## src/rtl/opc_pkg.sv

```systemverilog
package opc_pkg;
  typedef enum logic [1:0] {
    ACQ_STOP_MATCH  = 2'd0,
    ACQ_START_MATCH = 2'd1,
    ACQ_START_GATE  = 2'd2,
    ACQ_CONTINUOUS  = 2'd3
  } acq_mode_e;

  typedef enum logic [2:0] {
    CMD_NONE,
    CMD_TEST_ON,
    CMD_TEST_OFF,
    CMD_STATUS,
    CMD_ACQ
  } cmd_kind_e;

  typedef struct packed {
    cmd_kind_e kind;
    acq_mode_e mode;
  } cmd_t;

  localparam logic [7:0] OPC_TEST_ON  = 8'h01;
  localparam logic [7:0] OPC_TEST_OFF = 8'h02;
  localparam logic [7:0] OPC_STATUS   = 8'h03;
  localparam logic [5:0] OPC_ACQ_HI   = 6'b000100; // 0x10..0x13
endpackage

```

## src/rtl/opc_decode.sv

```systemverilog
module opc_decode
  import opc_pkg::*;
(
  input  logic [7:0] code_i,
  output cmd_t       cmd_o
);
  always_comb begin
    cmd_o.kind = CMD_NONE;
    cmd_o.mode = acq_mode_e'(code_i[1:0]);
    if (code_i[7:2] == OPC_ACQ_HI) begin
      cmd_o.kind = CMD_ACQ;
    end else begin
      unique case (code_i)
        OPC_TEST_ON:  cmd_o.kind = CMD_TEST_ON;
        OPC_TEST_OFF: cmd_o.kind = CMD_TEST_OFF;
        OPC_STATUS:   cmd_o.kind = CMD_STATUS;
        default:      cmd_o.kind = CMD_NONE;
      endcase
    end
  end
endmodule

```

## src/rtl/opc_state.sv

```systemverilog
module opc_state
  import opc_pkg::*;
(
  input  logic      clk_i,
  input  logic      rst_ni,
  input  logic      cmd_valid_i,
  input  cmd_t      cmd_i,
  input  logic      release_i,
  output logic      clr_now_o,
  output logic      test_mode_o,
  output acq_mode_e acq_mode_o,
  output logic      busy_o,
  output logic      fifo_clr_o,
  output logic      dig_rst_o
);
  logic take;
  assign take = cmd_valid_i && !busy_o;

  always_comb begin
    clr_now_o = 1'b0;
    if (take) begin
      clr_now_o = (cmd_i.kind == CMD_TEST_ON) || (cmd_i.kind == CMD_TEST_OFF) ||
                  (cmd_i.kind == CMD_ACQ);
    end
  end

  always_ff @(posedge clk_i or negedge rst_ni) begin
    if (!rst_ni) begin
      test_mode_o <= 1'b0;
      acq_mode_o  <= ACQ_CONTINUOUS;
      busy_o      <= 1'b0;
      fifo_clr_o  <= 1'b0;
      dig_rst_o   <= 1'b0;
    end else begin
      fifo_clr_o <= clr_now_o;
      dig_rst_o  <= take && (cmd_i.kind == CMD_ACQ);
      if (busy_o && release_i) busy_o <= 1'b0;
      if (take) begin
        unique case (cmd_i.kind)
          CMD_TEST_ON:  test_mode_o <= 1'b1;
          CMD_TEST_OFF: test_mode_o <= 1'b0;
          CMD_STATUS:   busy_o      <= 1'b1;
          CMD_ACQ:      acq_mode_o  <= cmd_i.mode;
          default: ;
        endcase
      end
    end
  end
endmodule

```

## src/rtl/opc_fifo_mux.sv

```systemverilog
module opc_fifo_mux #(
  parameter int DATA_W = 16,
  localparam int FIFO_W = 2 * DATA_W
) (
  input  logic              clk_i,
  input  logic              rst_ni,
  input  logic              test_mode_i,
  input  logic              drop_i,
  input  logic              hi_we_i,
  input  logic              lo_we_i,
  input  logic [DATA_W-1:0] wdata_i,
  input  logic              dig_wr_i,
  input  logic [FIFO_W-1:0] dig_data_i,
  output logic              fifo_we_o,
  output logic [FIFO_W-1:0] fifo_wdata_o
);
  logic [DATA_W-1:0] tw_hi_q;
  logic              src_we;
  logic [FIFO_W-1:0] src_data;

  always_comb begin
    if (test_mode_i) begin
      src_we   = lo_we_i;
      src_data = {tw_hi_q, wdata_i};
    end else begin
      src_we   = dig_wr_i;
      src_data = dig_data_i;
    end
  end

  always_ff @(posedge clk_i or negedge rst_ni) begin
    if (!rst_ni) begin
      tw_hi_q      <= '0;
      fifo_we_o    <= 1'b0;
      fifo_wdata_o <= '0;
    end else begin
      if (hi_we_i) tw_hi_q <= wdata_i;
      // a word racing a clear belongs to the old contents
      fifo_we_o <= src_we && !drop_i;
      if (src_we && !drop_i) fifo_wdata_o <= src_data;
    end
  end
endmodule

```

## src/rtl/opcode_ctrl.sv

```systemverilog
module opcode_ctrl
  import opc_pkg::*;
#(
  parameter int DATA_W  = 16,
  parameter int ADDR_W  = 2,
  parameter int OPC_ADDR = 0,
  parameter int HI_ADDR  = 1,
  parameter int LO_ADDR  = 2,
  localparam int FIFO_W = 2 * DATA_W
) (
  input  logic              clk_i,
  input  logic              rst_ni,
  input  logic              bus_wr_i,
  input  logic              bus_rd_i,
  input  logic [ADDR_W-1:0] bus_addr_i,
  input  logic [DATA_W-1:0] bus_wdata_i,
  output logic [DATA_W-1:0] bus_rdata_o,
  output logic              busy_o,
  output logic [1:0]        acq_mode_o,
  output logic              test_mode_o,
  output logic              fifo_clr_o,
  output logic              dig_rst_o,
  input  logic              dig_wr_i,
  input  logic [FIFO_W-1:0] dig_data_i,
  output logic              fifo_we_o,
  output logic [FIFO_W-1:0] fifo_wdata_o
);
  logic      at_opc, at_hi, at_lo, clr_now;
  cmd_t      cmd;
  acq_mode_e acq_mode;

  assign at_opc = bus_addr_i == ADDR_W'(OPC_ADDR);
  assign at_hi  = bus_addr_i == ADDR_W'(HI_ADDR);
  assign at_lo  = bus_addr_i == ADDR_W'(LO_ADDR);

  opc_decode i_decode (
    .code_i (bus_wdata_i[DATA_W-1 -: 8]),
    .cmd_o  (cmd)
  );

  opc_state i_state (
    .clk_i       (clk_i),
    .rst_ni      (rst_ni),
    .cmd_valid_i (bus_wr_i && at_opc),
    .cmd_i       (cmd),
    .release_i   (bus_rd_i && at_opc),
    .clr_now_o   (clr_now),
    .test_mode_o (test_mode_o),
    .acq_mode_o  (acq_mode),
    .busy_o      (busy_o),
    .fifo_clr_o  (fifo_clr_o),
    .dig_rst_o   (dig_rst_o)
  );
  assign acq_mode_o = acq_mode;

  opc_fifo_mux #(.DATA_W(DATA_W)) i_mux (
    .clk_i        (clk_i),
    .rst_ni       (rst_ni),
    .test_mode_i  (test_mode_o),
    .drop_i       (clr_now),
    .hi_we_i      (bus_wr_i && at_hi),
    .lo_we_i      (bus_wr_i && at_lo),
    .wdata_i      (bus_wdata_i),
    .dig_wr_i     (dig_wr_i),
    .dig_data_i   (dig_data_i),
    .fifo_we_o    (fifo_we_o),
    .fifo_wdata_o (fifo_wdata_o)
  );

  always_comb begin
    bus_rdata_o = '0;
    if (busy_o && bus_rd_i && at_opc) bus_rdata_o[0] = test_mode_o;
  end
endmodule

```

## config.mk

```make
export PLATFORM = sky130hd
export DESIGN_NAME = opcode_ctrl
export DESIGN_NICKNAME = d
export VERILOG_FILES = /design/src/rtl/opc_pkg.sv /design/src/rtl/opc_decode.sv /design/src/rtl/opc_state.sv /design/src/rtl/opc_fifo_mux.sv /design/src/rtl/opcode_ctrl.sv
export SDC_FILE = /design/constraint.sdc
export NUM_CORES = 1
export LEC_CHECK = 0
export BUFFER_PORTS_ARGS = -buffer_cell sky130_fd_sc_hd__buf_2
export CAP_MARGIN = 20
export CORE_MARGIN = 1
export CORE_UTILIZATION = 50
export CTS_BUF_LIST = sky130_fd_sc_hd__clkbuf_8
export CTS_CLUSTER_DIAMETER = 100
export DETAILED_ROUTE_END_ITERATION = 8
export PLACE_DENSITY = 0.82
export SYNTH_ARGS = -nofsm -noshare
export SYNTH_HDL_FRONTEND = slang
export SYNTH_SLANG_ARGS = --single-unit
```

## constraint.sdc

```tcl
create_clock -name clk_i -period 2.03 [get_ports clk_i]
set_input_delay 0.1015 -clock clk_i [delete_from_list [all_inputs] [get_ports clk_i]]
set_output_delay 0.1015 -clock clk_i [all_outputs]
set_load 0.02 [all_outputs]
```

==> metrics, run 1 <==
Worst path max stage delay 0.54 ns; leading area contributor after synthesis dfrtp_1; final setup fails 0; largest family of logic cells by synthesized area multiplexers; pwr dens 726 nW/um^2; Max-Cap Viols 0; multi-input logic area 1170 sq um; setup_tns 0 ns; CTS tree built; CP max FO 33; DRT iter0 DRCs 83; vias 1959; Mapped Area 2690 sq um; Post-Route WL 5870 microns; Critical Path Slowest Stage Cell and2_2; DRC viols 0; layout cells sized above 1 0.506; synth top area cells dfrtp_1 49%, mux2i_1 12%, a21oi_2 9.4%, mux2_2 7.5%, a21oi_1 6.5%; Area growth, synth to finish 21.4%; register area share after synthesis 0.512; Post-Syn Instances 224; GPL Wtd Cong 0.766; first-pass GRT wire length 8990 microns; largest net degree at the start of global routing 36; Final ANT Viol Nets 0; Yosys top cell area share 0.493; pre-CTS setup slack 0.185 ns; wire per inst 15.2 microns; Num CTS Buffers 5; Synth Area in Compound Gates 0.178; adder-cell area share of the yosys netlist 0; number of synthesized flops with an enable pin 0; fill cell count 462; critical path type reg -> reg; Core Footprint 5140 sq um; Overall Global Routing Usage 0.216; CTS root buffer clkbuf_8; Synth async-reset ratio 1.00; CP Launch Type register; Seq. cell area 1380 sq um; Rows 26; initial antenna violation count 0; xor/xnor share of the synthesized area 0.00325; simple-gate share of the synthesized area 0.0358; CTS clk-pin slew, worst paths 0.10 ns; synthesized area per cell 12.0 sq um; Critical Path RT 2.26 ns; Nets 370; Leakage 1.43 nW; post-DP HPWL 4020 microns; mux contribution to synthesized area 0.194; Post-synth top cells 53 x dfrtp_1, 35 x a21oi_1, 32 x mux2i_1; die width 75.4 microns; Fmax 0.541 GHz; worst setup margin 0.181 ns; yosys warns 0; Max Clock Skew 0.0110 ns; Longest Clk Path Bufs 2; VDD IR max 0.450 mV; Synth cell types 30; HP Class in -> reg; final worst path period share 0.911; Die Y 75.4 microns; die area 5680 sq um; ant diodes 0; CTS sink count 55; vias in the first global route 1872; flops & latches, synth 55; Final Cell Area 3270 sq um; CP Capture Type register; fin. max-slew vios 0; headroom to the max-slew limit 0.361; crit-path cells nor4b_4 > o2111ai_2 > and2_2 > a21oi_1; WP data arrival 2.08 ns; worst-margin pin slew 0.959 ns; clk_lat worst skew 0.31 ns; ys flop type dfrtp_1; final hold viol count 0; status completed; # H-tree levels 2; CTS resizes 0; GR Overflow Total 0; Vias/cell 5.08; library cell with the highest instance count after synthesis dfrtp_1; input/output buffers 94; Starting Density 0.524; # IOs 110; First-pass DRT Iterations 4; Placed Area 3160 sq um; clock period minus worst slack 1.85 ns; RSZ-0062 raised after global routing false
-- layout make-up --
cell class                      instances  share of cell area
Sequential cell                        55               0.422
Tap cell                               70              0.0268
Inverter                                2             0.00230
Clock buffer                            6              0.0253
Multi-Input combinational cell        151               0.357
Timing Repair Buffer                  100               0.162
Clock inverter                          2             0.00383
-- per-stage QoR --
| step | std cells | util | power (mW) | hold slack, ns |
|---|---|---|---|---|
| after global placement | 377 | 0.616 | 1.76 | 0.110 |
| after detailed placement | 377 | 0.616 | 1.77 | 0.117 |
| final | 386 | 0.636 | 2.37 | 0.0274 |
| after floorplan | 238 | - | 1.60 | -0.194 |
| after global routing | 386 | 0.636 | 2.49 | 0.0240 |
| after CTS | 386 | 0.636 | 2.40 | 0.0223 |
-- power by group --
part | internal, mW | leakage [nW] | switching [mW]
combinational | 0.194 | 0.743 | 0.276
clock | 0.275 | 0.0526 | 0.350
sequential | 1.22 | 0.632 | 0.0611
-- final timing paths --
check | start | endpoint | slack (ns) | cells past startpoint
min in group asynchronous | rst_ni | i_mux.fifo_wdata_o[15]$_DFFE_PN0P_ | 0.30 | 2
worst min-delay path | bus_wdata_i[5] | i_mux.tw_hi_q[5]$_DFFE_PN0P_ | 0.03 | 2
worst min register to register | i_mux.tw_hi_q[6]$_DFFE_PN0P_ | i_mux.tw_hi_q[6]$_DFFE_PN0P_ | 0.51 | 1
worst max-delay path | i_state.busy_o$_DFF_PN0_ | i_mux.fifo_wdata_o[9]$_DFFE_PN0P_ | 0.18 | 4
worst max register to register | i_state.busy_o$_DFF_PN0_ | i_mux.fifo_wdata_o[9]$_DFFE_PN0P_ | 0.18 | 4
max in group asynchronous | rst_ni | i_mux.fifo_wdata_o[24]$_DFFE_PN0P_ | 1.17 | 3
-- layout by cell type, fill, tap and decap left out, types with 2 or more instances in the layout --
master / Yosys / routed
buf_2: 3 / 94
dfrtp_1: 53 / 52
a21oi_1: 35 / 35
mux2i_1: 32 / 32
a21oi_2: 29 / 29
mux2_2: 18 / 18
conb_1: 1 / 15
clkbuf_8: 0 / 6
nor2_1: 4 / 4
buf_4: 15 / 4
inv_1: 2 / 3
nand2_1: 3 / 3
dfstp_2: 2 / 2
-- metal layers --
layer  track usage  routed length [microns]
met3        0.0635                      377
met4        0.0741                       82
met1         0.274                     2550
met2         0.354                     2860
met5             0                        0
-- registers in the layout, indices dropped and copies added, names as in the netlist --
signal               count
i_mux.fifo_we_o          1
i_state.test_mode_o      1
i_state.busy_o           1
i_state.acq_mode_o       2
i_mux.fifo_wdata_o      32
i_state.fifo_clr_o       1
i_mux.tw_hi_q           16
i_state.dig_rst_o        1
-- kinds of logic after synthesis --
group / Yosys count
buffers and inverters: 32
other: 1
xor gates and xnor gates: 1
DFF: 55
and+or+nand+nor: 15
AOI/OAI and AO/OA: 70
muxes: 50
-- what timing repair did --
item                                   CTS  global route
hold buffers                             1             0
endpoints found under the hold margin   21             0
setup buffers                            0             0
-- worst max-delay path, delay by kind of cell, from the launching register on --
kind | cells | cell delay [ns]
simple gates | 2 | 0.88
flops | 1 | 0.45
compound gates | 2 | 0.43
(Power assumes the default switching activity.)
==> inputs of run 2 (changes only) <==
--- a/config.mk
+++ b/config.mk
@@ -12,7 +12,7 @@
 export CTS_BUF_LIST = sky130_fd_sc_hd__clkbuf_8
 export CTS_CLUSTER_DIAMETER = 100
 export DETAILED_ROUTE_END_ITERATION = 8
-export PLACE_DENSITY = 0.82
+export PLACE_DENSITY = 0.78
 export SYNTH_ARGS = -nofsm -noshare
 export SYNTH_HDL_FRONTEND = slang
 export SYNTH_SLANG_ARGS = --single-unit
==> run 2 against run 1 <==
Compared with the run above: maximum frequency grew 1.5%; register-to-register slack gained 0.03 ns; via count grew 1.1%; count of clock-buffer cells in the layout shrank 1; critical path depth is the same; cell count is the same; sequential share of layout area grew 0.29 points; combinational power is essentially flat.
==> metrics, run 2 (same netlist as run 1, synthesis figures left out) <==
Worst path max stage delay 0.53 ns (about the same); WP data arrival 2.05 ns (-0.03 ns); CP Capture Type register; layout cells sized above 1 0.506 (unchanged); clock share of power 0.253 (-0.010); GRT met2 Usage 0.370 (+0.0159); vias 1981 (+1.1%); Max-Cap Viols 0 (unchanged); r2r setup slk 0.21 ns (+0.03 ns); sw frac 0.296 (+0.00651); Core Footprint 5140 sq um (unchanged); initial antenna violation count 0 (unchanged); multi-input logic area 1170 sq um (unchanged); die area 5680 sq um (unchanged); final hold viol count 0 (unchanged); CTS sink count 55 (unchanged); input/output buffers 94 (unchanged); final core utilization 0.632 (-0.00438); CP Launch Type register; commonest non-fill, non-tap cell in the layout buf_2; fin. max-slew vios 0 (unchanged); crit-path cells nor4b_4 > o2111ai_2 > and2_2 > a21oi_2; layer with the highest usage met2; GR Overflow Total 0 (unchanged); Leakage 1.42 nW (-0.83%); Fmax 0.549 GHz (+1.5%); die width 75.4 microns (unchanged); post-CTS setup buffers 0 (unchanged); combinational share of power 0.200 (+0.002); Internal 1.65 mW (-2.4%); Sequential Power Share 0.547 (+0.008); pre-CTS setup slack 0.251 ns (+0.0657 ns); Max Clock Skew 0.00714 ns (-0.00389 ns); CP max FO 33 (unchanged); Final ANT Viol Nets 0 (unchanged); final worst path period share 0.897 (-0.0135); Nets 370 (unchanged); Vias/cell 5.13 (+1.1%); fill cell count 454 (-1.7%); clk_lat worst skew 0.30 ns (about the same); DRT iter0 DRCs 110 (+33%); max reg flops 32 (unchanged); Crit path max-delay family simple AND/OR/NAND/NOR gates; Critical Path RT 2.26 ns (about the same); Switch Pwr 0.692 mW (+0.71%); CTS root buffer clkbuf_8; Die Y 75.4 microns (unchanged); Top reg by flops i_mux.fifo_wdata_o; HP Class in -> reg; Starting Density 0.524 (unchanged); Largest regs i_mux.fifo_wdata_o (32), i_mux.tw_hi_q (16), i_state.acq_mode_o (2); Num CTS Buffers 5 (unchanged); First-pass DRT Iterations 4 (unchanged); Hold Slack 0.0325 ns (+0.00517 ns); CTS clk-pin slew, worst paths 0.10 ns (about the same); first-pass GRT wire length 9140 microns (+1.7%); CTS tree built; ant diodes 0 (unchanged); worst-margin pin slew 0.926 ns (-0.0331 ns); worst setup margin 0.209 ns (+0.0275 ns); # H-tree levels 2 (unchanged); Critical Path Slowest Stage Cell and2_2; Tot Pwr 2.34 mW (-1.5%); DRC viols 0 (unchanged); GPL Wtd Cong 0.816 (+6.6%); vias in the first global route 1891 (+1.0%); # IOs 110 (unchanged); RSZ-0062 raised after global routing false; pwr dens 720 nW/um^2 (-0.82%); status completed; met1 usage 0.287 (+0.0129); Buf/Inv on CP 0 (unchanged); clock period minus worst slack 1.82 ns (-0.0275 ns); setup_tns 0 ns (unchanged); critical path type reg -> reg; Overall Global Routing Usage 0.221 (+0.00499); Rows 26 (unchanged); Seq. cell area 1380 sq um (unchanged); post-DP HPWL 3980 microns (-1.0%); headroom to the max-slew limit 0.383 (+0.0221); GR Layer Usage met3 0.0569 (-0.00661); final setup fails 0 (unchanged); Area growth, synth to finish 20.6%; wire per inst 15.2 microns (about the same); most frequent cells in the layout 94 x buf_2, 52 x dfrtp_1, 35 x a21oi_1, 32 x mux2i_1, 29 x a21oi_2; VDD IR max 0.438 mV (-2.8%); largest net degree at the start of global routing 56 (+56%); Longest Clk Path Bufs 2 (unchanged); Post-Route WL 5870 microns (about the same)
==> run 2: metrics by stage <==
stage,instances,area [sq um]
after floorplan,238,2750
after global placement,377,3150
after detailed placement,377,3150
after CTS,386,3250
after global routing,386,3250
final,386,3250
==> run 2: metal layers <==
metal / wire length [microns] / vias to the layer above
met5: 0 / -
met4: 34 / 0
met3: 373 / 4
met2: 2890 / 87
met1: 2580 / 940
li1: - / 950
==> run 2: worst paths after layout <==
kind,cells past startpoint,to,startpoint
setup / recovery,4,i_mux.fifo_wdata_o[13]$_DFFE_PN0P_,i_state.busy_o$_DFF_PN0_
hold / removal,2,i_mux.tw_hi_q[5]$_DFFE_PN0P_,bus_wdata_i[5]
setup reg to reg,4,i_mux.fifo_wdata_o[13]$_DFFE_PN0P_,i_state.busy_o$_DFF_PN0_
hold reg to reg,1,i_mux.tw_hi_q[1]$_DFFE_PN0P_,i_mux.tw_hi_q[1]$_DFFE_PN0P_
max in group asynchronous,3,i_state.test_mode_o$_DFFE_PN0P_,rst_ni
min in group asynchronous,3,i_mux.fifo_wdata_o[28]$_DFFE_PN0P_,rst_ni
==> run 2: power by group through the flow <==
stage	combinational [mW]	sequential (mW)	clock, mW
after floorplan	0.237	1.37	0
after global placement	0.461	1.30	0
after detailed placement	0.472	1.30	0
after CTS	0.473	1.28	0.610
after global routing	0.514	1.30	0.653
final	0.467	1.28	0.591
==> run 2: timing repair <==
action                    in CTS  in global routing
gates resized for setup        0                  0
hold endpoints to repair      53                  0
hold buffers                   1                  0
==> run 2: worst register-to-register path, cell delays in order, from the launching register on <==
cell and delay, ns:
dfrtp_1 0.45, nor4b_4 0.33, o2111ai_2 0.19, and2_2 0.53
a21oi_2 0.27
==> run 2: layout make-up <==
| type | instances | share of cell area |
|---|---|---|
| Inverter | 2 | 0.00231 |
| Clock inverter | 3 | 0.00501 |
| Tap cell | 70 | 0.0270 |
| Clock buffer | 5 | 0.0212 |
| Timing Repair Buffer | 100 | 0.160 |
| Multi-Input combinational cell | 151 | 0.360 |
| Sequential cell | 55 | 0.425 |
==> inputs of run 3 (changes only) <==
--- a/config.mk
+++ b/config.mk
@@ -12,6 +12,7 @@
 export CTS_BUF_LIST = sky130_fd_sc_hd__clkbuf_8
 export CTS_CLUSTER_DIAMETER = 100
 export DETAILED_ROUTE_END_ITERATION = 8
+export MAX_ROUTING_LAYER = met4
 export PLACE_DENSITY = 0.78
 export SYNTH_ARGS = -nofsm -noshare
 export SYNTH_HDL_FRONTEND = slang
==> run 3 against run 2 <==
Compared with the run above: via count up 0.71%; sequential power about the same; cell count is the same; design area is the same; critical path depth unchanged; global-route usage increased by 0.47 points; maximum frequency rose by 0.84%; utilization is the same; critical path type unchanged.
==> metrics, run 3 (same netlist as run 1, synthesis figures left out) <==
Longest Clk Path Bufs 2 (unchanged); status completed; GR Overflow Total 0 (unchanged); Num CTS Buffers 5 (unchanged); Max-Cap Viols 0 (unchanged); final setup fails 0 (unchanged); CTS tree built; Overall Global Routing Usage 0.225 (+0.00465); wire per inst 15.2 microns (about the same); input/output buffers 94 (unchanged); fin. max-slew vios 0 (unchanged); DRC viols 0 (unchanged); layout cells sized above 1 0.506 (unchanged); Final ANT Viol Nets 0 (unchanged); Starting Density 0.524 (unchanged); CTS sink count 55 (unchanged); GPL Wtd Cong 0.828 (+1.5%); critical path type reg -> reg; final worst path period share 0.890 (-0.00752); max reg flops 32 (unchanged); VDD IR max 0.435 mV (-0.57%); Core Footprint 5140 sq um (unchanged); pwr dens 720 nW/um^2 (about the same); Area growth, synth to finish 20.6% (unchanged); CP Capture Type register; Vias/cell 5.17 (+0.71%); setup_tns 0 ns (unchanged); final hold viol count 0 (unchanged); most frequent cells in the layout 94 x buf_2, 52 x dfrtp_1, 35 x a21oi_1, 32 x mux2i_1, 29 x a21oi_2; CTS root buffer clkbuf_8; first-pass GRT wire length 9130 microns (-0.15%); multi-input logic area 1170 sq um (unchanged); RSZ-0062 raised after global routing false; Fmax 0.554 GHz (+0.84%); Max Clock Skew 0.00568 ns (-0.00146 ns); DRT iter0 DRCs 110 (unchanged); Leakage 1.42 nW (unchanged); First-pass DRT Iterations 5 (+1); headroom to the max-slew limit 0.378 (-0.00443); r2r setup slk 0.22 ns (+0.02 ns); die area 5680 sq um (unchanged); Die Y 75.4 microns (unchanged); Critical Path RT 2.26 ns (about the same); CTS resizes 0 (unchanged); CP Launch Type register; clock period minus worst slack 1.81 ns (-0.0153 ns); # IOs 110 (unchanged); fill cell count 454 (unchanged); Post-Route WL 5880 microns (about the same); # H-tree levels 2 (unchanged); vias in the first global route 1883 (-0.42%); worst-margin pin slew 0.933 ns (+0.00665 ns); Top reg by flops i_mux.fifo_wdata_o; commonest non-fill, non-tap cell in the layout buf_2; Hold Slack 0.0314 ns (-0.00118 ns); Largest regs i_mux.fifo_wdata_o (32), i_mux.tw_hi_q (16), i_state.acq_mode_o (2); largest net degree at the start of global routing 56 (unchanged); CTS clk-pin slew, worst paths 0.10 ns (about the same); WP data arrival 2.04 ns (about the same); Nets 370 (unchanged); vias 1995 (+0.71%); clk_lat worst skew 0.31 ns (about the same); HP Class in -> reg; ant diodes 0 (unchanged); initial antenna violation count 0 (unchanged); Seq. cell area 1380 sq um (unchanged); CP max FO 33 (unchanged); die width 75.4 microns (unchanged); post-DP HPWL 3980 microns (unchanged); Rows 26 (unchanged)
[run 3: cell counts in the layout (fill, tap and decap cells not counted)]
No cell type changed its count.
[run 3: power by group]
group	leakage [nW]	switching [mW]	internal, mW	total, mW
registers	0.632	0.0623	1.22	1.28
clock network	0.0453	0.354	0.237	0.591
logic	0.739	0.276	0.191	0.467
total	1.42	0.693	1.65	2.34
[run 3: worst max-delay path, stage by stage, from the launching register on]
cell       delay [ns]
dfrtp_1          0.44
nor4b_4          0.33
o2111ai_2        0.18
and2_2           0.53
a21oi_2          0.24
[run 3: worst paths after layout]
| path | start | to | cells after the start |
|---|---|---|---|
| worst max-delay path | i_state.busy_o$_DFF_PN0_ | i_mux.fifo_wdata_o[13]$_DFFE_PN0P_ | 4 |
| worst min-delay path | bus_wdata_i[5] | i_mux.tw_hi_q[5]$_DFFE_PN0P_ | 2 |
| worst max register to register | i_state.busy_o$_DFF_PN0_ | i_mux.fifo_wdata_o[13]$_DFFE_PN0P_ | 4 |
| worst min register to register | i_mux.tw_hi_q[6]$_DFFE_PN0P_ | i_mux.tw_hi_q[6]$_DFFE_PN0P_ | 1 |
| max in group asynchronous | rst_ni | i_state.test_mode_o$_DFFE_PN0P_ | 3 |
| min in group asynchronous | rst_ni | i_mux.fifo_wdata_o[27]$_DFFE_PN0P_ | 3 |
[run 3: repair_timing]
item                       CTS  global route
setup endpoints to repair    0             0
buffers inserted             0             0
hold endpoints to repair    53             0
hold buffers                 1             0
[run 3: layout make-up]
cell class	count	share of cell area
well taps	70	0.0270
flip-flops and latches	55	0.425
inverters	2	0.00231
multi-input cells	151	0.360
clock buffers	5	0.0212
repair buffers	100	0.160
clock inverters	3	0.00501
[run 3: per-layer routing]
metal	GRT usage	wire length, microns
met1	0.291	2650
met2	0.369	2820
met3	0.0423	347
met4	0.0576	59
met5	-	0
[run 3: through the flow]
stage	std cells	power, mW	instance area [sq um]	utilization	setup slack [ns]
after floorplan	238	1.60	2750	-	0.370
after global placement	377	1.76	3150	0.613	0.320
after detailed placement	377	1.77	3150	0.613	0.251
after CTS	386	2.36	3250	0.632	0.231
after global routing	386	2.46	3250	0.632	0.127
final	386	2.34	3250	0.632	0.224
